`src/rtl/dma_tr_sequencer.sv`:
```
module dma_tr_sequencer #(
  parameter int CNT_W  = 16,
  parameter int CODE_W = 6
) (
  input  logic              clk,
  input  logic              rst_n,
  input  logic              start,
  input  logic              cfg_ab_sync,
  input  logic [CNT_W-1:0]  cfg_bcnt,
  input  logic [CNT_W-1:0]  cfg_ccnt,
  input  logic [CODE_W-1:0] cfg_code,
  input  logic              cfg_final_en,
  input  logic              cfg_inter_en,
  input  logic              cfg_early,
  output logic              tr_valid,
  input  logic              tr_ready,
  output logic              tr_last,
  output logic [CODE_W-1:0] tr_code,
  input  logic              tr_done,
  output logic              busy,
  output logic              cfg_err,
  output logic              cpl_valid,
  output logic [CODE_W-1:0] cpl_code
);
  localparam int TOT_W = 2 * CNT_W;
  localparam logic [TOT_W-1:0] ONE = TOT_W'(1);

  logic              busy_q, err_q, cpl_q;
  logic              fin_en_q, int_en_q, early_q;
  logic [CODE_W-1:0] code_q, cpl_code_q;
  logic [TOT_W-1:0]  total_q, issued_q, acked_q;

  wire cfg_bad  = (cfg_bcnt == '0) || (cfg_ccnt == '0);
  wire start_ok = start && !busy_q;
  wire [TOT_W-1:0] cfg_total = cfg_ab_sync ? {{CNT_W{1'b0}}, cfg_ccnt}
                             : {{CNT_W{1'b0}}, cfg_bcnt} * {{CNT_W{1'b0}}, cfg_ccnt};

  assign tr_valid = busy_q && (issued_q != total_q);
  assign tr_last  = (issued_q == total_q - ONE);
  assign tr_code  = code_q;

  wire accept   = tr_valid && tr_ready;
  wire ack      = tr_done && busy_q && !early_q && (acked_q != issued_q);
  wire ack_last = (acked_q == total_q - ONE);

  wire fire_early = accept && early_q && (tr_last ? fin_en_q : int_en_q);
  wire fire_norm  = ack && (ack_last ? fin_en_q : int_en_q);
  wire job_end    = early_q ? (accept && tr_last) : (ack && ack_last);

  always_ff @(posedge clk or negedge rst_n) begin
    if (!rst_n) begin
      busy_q     <= 1'b0;
      err_q      <= 1'b0;
      cpl_q      <= 1'b0;
      cpl_code_q <= '0;
      fin_en_q   <= 1'b0;
      int_en_q   <= 1'b0;
      early_q    <= 1'b0;
      code_q     <= '0;
      total_q    <= '0;
      issued_q   <= '0;
      acked_q    <= '0;
    end else begin
      err_q      <= start_ok && cfg_bad;
      cpl_q      <= fire_early || fire_norm;
      cpl_code_q <= code_q;
      if (start_ok && !cfg_bad) begin
        busy_q   <= 1'b1;
        total_q  <= cfg_total;
        code_q   <= cfg_code;
        fin_en_q <= cfg_final_en;
        int_en_q <= cfg_inter_en;
        early_q  <= cfg_early;
        issued_q <= '0;
        acked_q  <= '0;
      end else begin
        if (job_end) busy_q <= 1'b0;
        if (accept)  issued_q <= issued_q + ONE;
        if (ack)     acked_q  <= acked_q + ONE;
      end
    end
  end

  assign busy      = busy_q;
  assign cfg_err   = err_q;
  assign cpl_valid = cpl_q;
  assign cpl_code  = cpl_code_q;

  assert_hold_R12: assert property (@(posedge clk) disable iff (!rst_n)
    tr_valid && !tr_ready |=> tr_valid && $stable(tr_last) && $stable(tr_code));

  assert_idle_quiet_R11: assert property (@(posedge clk) disable iff (!rst_n)
    !busy |-> !tr_valid);

  assert_start_busy_R11: assert property (@(posedge clk) disable iff (!rst_n)
    start && !busy && cfg_bcnt != '0 && cfg_ccnt != '0 |=> busy);

  assert_err_idle_R10: assert property (@(posedge clk) disable iff (!rst_n)
    cfg_err |-> !busy && !tr_valid);

  assert_last_once_R3: assert property (@(posedge clk) disable iff (!rst_n)
    tr_valid && tr_ready && tr_last |=> !tr_valid);

  assert_cpl_in_job_R7: assert property (@(posedge clk) disable iff (!rst_n)
    cpl_valid |-> $past(busy));
endmodule

```
`config.mk`:
```
export PLATFORM = sky130hd
export DESIGN_NAME = dma_tr_sequencer
export DESIGN_NICKNAME = d
export VERILOG_FILES = /design/src/rtl/dma_tr_sequencer.sv
export SDC_FILE = /design/constraint.sdc
export NUM_CORES = 1
export LEC_CHECK = 0
export BUFFER_PORTS_ARGS = -buffer_cell sky130_fd_sc_hd__buf_4
export CAP_MARGIN = 30
export CELL_PAD_IN_SITES_DETAIL_PLACEMENT = 1
export CELL_PAD_IN_SITES_GLOBAL_PLACEMENT = 1
export CORE_UTILIZATION = 30
export CTS_CLUSTER_DIAMETER = 40
export DETAILED_ROUTE_END_ITERATION = 16
export PLACE_DENSITY = 0.67
export RECOVER_POWER = 25
export REMOVE_ABC_BUFFERS = 1
export SYNTH_ARGS = -nofsm -noshare
export SYNTH_HDL_FRONTEND = slang
export SYNTH_SLANG_ARGS = --single-unit
export TNS_END_PERCENT = 50
```
`constraint.sdc`:
```
create_clock -name clk -period 5.45 [get_ports clk]
set_input_delay 1.3625 -clock clk [delete_from_list [all_inputs] [get_ports clk]]
set_output_delay 1.3625 -clock clk [all_outputs]
set_load 0.03 [all_outputs]
```
Yosys cells after proc, flatten, opt, wreduce, memory -nomap -nowiden
Cells that the tools add are included.
{"block": "op_classes", "add_sub_neg": 3, "multipliers": 1, "n_eq_ne": 4, "muxes": 10, "reduce_logical": 23}
{"op": "$mux 32", "n": 5}
{"op": "$add 32x1->32 const B", "n": 2}
{"op": "$eq 32x32->1", "n": 2}
{"op": "$ne 32x32->1", "n": 2}
{"op": "$logic_not 16->1", "n": 2}
{"op": "$mul 16x16->32", "n": 1}
{"op": "$sub 32x1->32 const B", "n": 1}
{"op": "$logic_and 1x1->1", "n": 13}
{"op": "$reduce_bool 2->1", "n": 3}
{"op": "$mux 1", "n": 5}
{"op": "$logic_not 1->1", "n": 3}
{"op": "$logic_or 1x1->1", "n": 2}
{"block": "totals", "ff_bits": 114, "input_bits": 47, "out_inout_bits": 17, "word_cells": 52}

Longest topological paths before layout
{"block": "logic_depth", "depth_word": 7, "mapped_depth": 26, "mapped_depth_nobuf": 23}

Worst setup path after synthesis
Ideal clock, no wire load.
{"block": "synth_path", "kind": "input -> register", "startpoint": "input cfg_ccnt[1]", "endpoint": "register total_q[30]", "setup_time_ps": 121, "arrival_time_ps": 7383, "required_ps": 5329, "path_slack_ps": -2054, "cell_stages": 24, "cell_sequence": "clkbuf_1 > clkbuf_1 > nand2_1 > fa_1 > fa_1 > inv_1 > fa_1 > fa_1 > fa_1 > inv_1 > fa_1 > inv_1 > ha_1 > clkbuf_1 > and2_1 > a211o_1 > a211oi_1 > o31ai_1 > a221o_1 > a41oi_1 > nand2_1 > a31oi_1 > xnor2_1 > a22o_1"}
{"block": "synth_via", "elab_chain_cells": 4, "elab_cells_between_ends": 6}
{"element": "start, declared", "line_no": "10", "source": "input logic [CNT_W-1:0] cfg_ccnt,"}
{"element": "parallel branches: the longest is 4 deep, another holds $mul 16x16->32"}
{"element": "end signal, assigned", "line_no": "69", "source": "total_q <= cfg_total;"}
{"element": "end, declared", "line_no": "31", "source": "logic [TOT_W-1:0] total_q, issued_q, acked_q;"}
Several ways; the timed one is not identified.
A chain may end at the register's enable or synchronous reset.

Worst setup path after layout
{"block": "layout_path", "startpoint": "input cfg_ccnt[4]", "endpoint": "register total_q[23]"}
Same word-level chain as after synthesis.

==> flow_summary.ini <==
[synth]
synthFlopType = dfrtp_1
synthDistinctLibCells = 68
netlist_area_mm2 = 0.0157
synth_edf_count = 0
yosys_warnings = 0
seq_area_frac_synth = 0.181
synth_seq_cells = 114
synth.avg_cell_area_um2 = 8.67
synthCells = 1815
async_reset_ff_frac = 1.00

[clock_tree]
root_buffer = clkbuf_16
numClockSinks = 114
tritoncts = done
clk_latency_ps = 450
cts_buffer_depth = 2
clkTransAtPathRegs_ps = 50
hold_buffers = 0
cts_buffers = 17
cts_max_level = 4

[timing]
holdWs_ps = 403
min_period_over_period = 1.22
rsz0062_at_grt = true
max_slew_margin = -0.843
fin_ws_ps = -1170
max_slew.worst_pin.slew_ps = 2760
hold_viol = 0
setup_violations = 22
fin_skew_ps = 12.3
period_needed_ps = 6620
fmax_mhz = 151
slew_violations = 51

[routing]
totalWireLength_mm = 50.5
drt_pass1_iterations = 5
via_count = 13048
drc = 0
drt_iter0_drc = 584
viasPerCell = 4.91
wire_per_inst_um = 19.0
ant_nets = 0

[job]
maxCapViolCount = 1

[worst_hold_path]
hold_path.class = register to register
hp-start = tr_code[1]

[global_route]
antenna_found_initial = 0
grt_util_all_layers = 0.194
grt_pass1_vias = 14389
grt_pass1_wl_mm = 80.8
grt_max_degree = 70
grt-ovfl-total = 0

[outcome]
status = complete, but fails checks
violations = max-capacitance violations, max-slew violations, negative setup slack

[floorplan]
start_util = 0.305
rows = 83
die_area_mm2 = 0.0534
num_io_pins = 64
chipWidth_um = 231
core_area_mm2 = 0.0516
die_h_um = 231

[placement]
placed_area_mm2 = 0.0179
pre_cts_ws_ps = -1960
place_inst = 2609
place_hpwl_mm = 41.7
io_buffers = 63
place_congestion = 0.935

[critical_path]
cp-end-kind = register
crit_top_cell = fa_1
path_buf_inv = 5
critical_path_class = primary input to register
cp.arrival_ps = 6950
crit_path_max_incr_delay_ps = 520
crit_fanout = 8
setup.worst_path.start_class = primary input
crit_slowest_cell = fa_1
cp-startpoint = cfg_ccnt[4]
cp_cell_sequence = buf_12 > and2_4 > fa_1 > inv_1 > fa_1 > fa_1 > inv_1 > fa_1 > fa_1 > inv_2 > fa_1 > inv_2 > ha_4 > and3_4 > a31o_2 > a21oi_2 > o31ai_2 > a311o_1 > a2111oi_4 > or3_4 > o21ai_2 > xor2_1 > a22o_1
worstPathRequired_ps = 5780
r2r_start = total_q[1]
cp_top_family = adder cells

[power]
report.power.total_mw = 12.4
p_int_mw = 6.78
p_switching_mw = 5.61
max-vdd-ir-drop_v = 0.000689
pwr-share-clk = 0.095
power_leakage_nw = 9.11
switching_share = 0.453
pwr_density_cell_mw_per_mm2 = 646
seqPwrFrac = 0.082
p_comb_frac = 0.823

[cells_and_area]
final_cells = 2659
nNetsFinal = 2314
final_cell_area_mm2 = 0.0192
drive_gt1_frac = 0.186
area_growth_pct = 21.8
antenna_cells = 0
## Yosys cell counts, types with 8 or more instances
master,count,area [um2]
or3_1,26,163
mux2i_1,12,120
nand4_1,27,169
or4_1,8,60.1
a21o_1,15,113
and3_1,20,125
xor2_1,60,526
nor2_1,85,319
inv_1,238,893
a21oi_1,56,280
nor4_1,25,156
a22o_1,12,105
xnor2_1,139,1220
nand2_1,256,961
fa_1,194,3880
o31ai_1,8,60.1
nor3_1,17,85.1
nand3_1,31,155
nand2b_1,8,50.1
ha_1,107,1340
o21ai_0,45,225
and2_1,119,744
clkbuf_1,95,357
dfrtp_1,114,2850
## sequential cells by signal, summed over array words and instances, names as in the netlist
name       count
int_en_q       1
acked_q       32
early_q        1
tr_code        6
cfg_err        1
cpl_valid      1
issued_q      32
fin_en_q       1
total_q       32
busy           1
cpl_code       6
## per-layer routing
metal | global-route usage | wire length [um] | up-vias
met5 | 0 | 0 | -
met4 | 0.0611 | 1250 | 0
met3 | 0.0198 | 1290 | 59
met2 | 0.332 | 24700 | 198
met1 | 0.257 | 23300 | 6683
li1 | - | - | 6108
## kinds of logic after synthesis
group	synth area share
AOI/OAI and AO/OA	0.0739
xor gates and xnor gates	0.111
and+or+nand+nor	0.210
adders and majority gates	0.332
buffers and inverters	0.0828
DFF	0.181
muxes	0.00978
## power groups by stage
stage                     Clock, mW  Sequential (mW)  Combinational (mW)
after floorplan                   0            0.999                5.10
after global placement            0             1.02                8.16
after detailed placement          0             1.03                8.43
after CTS                      1.21             1.02                9.54
after global routing           1.25             1.03                11.2
final                          1.18             1.02                10.2
## what timing repair did
item,4_1_cts,5_1_grt
endpoints found under the setup margin,24,24
buffers inserted,16,4
pin swaps,57,40
gates resized for setup,103,43
## worst reg2reg max path: stages (launching register included)
cell,delay [ps]
dfrtp_2,460
or4_4,600
or3_4,440
or4_4,470
or3_4,370
xnor2_1,170
nand4b_1,110
or4_1,570
nor3_4,270
a32o_1,350
o21ai_1,90
## worst paths after layout
kind,endpoint,slack [ps],cells after the start
worst max-delay path,total_q[23],-1170,23
worst min-delay path,cpl_code[1],400,0
worst max register to register,busy,1400,10
worst min register to register,cpl_code[1],400,0
max in group asynchronous,acked_q[21],1720,2
min in group asynchronous,issued_q[12],1800,1
## layout make-up
type / instances / area, um2
inverters: 239 / 897
clock buffers: 19 / 453
well taps: 680 / 851
flip-flops and latches: 114 / 2850
fillers: 5982 / 32400
multi-input cells: 1358 / 11900
clock inverters: 13 / 158
repair buffers: 236 / 2050
## cells in the final DEF (no fill, tap or decap), drive strengths merged, types with 28 or more instances in the layout
cell type	n
nand3	31
fa	194
nor2	85
dfrtp	114
xor2	60
a21oi	56
and2	119
buf	234
xnor2	139
inv	241
o21ai	48
nand2	256
ha	107
or3	28
## stage by stage
stage	setup TNS, ps	utilization
2_1_floorplan	-58860	-
3_3_place_gp	-30400	0.346
3_5_place_dp	-32830	0.346
4_1_cts	-17850	0.369
5_1_grt	-22750	0.372
6_report	-18370	0.372
Note: power is estimated with default switching activity, not from simulation.
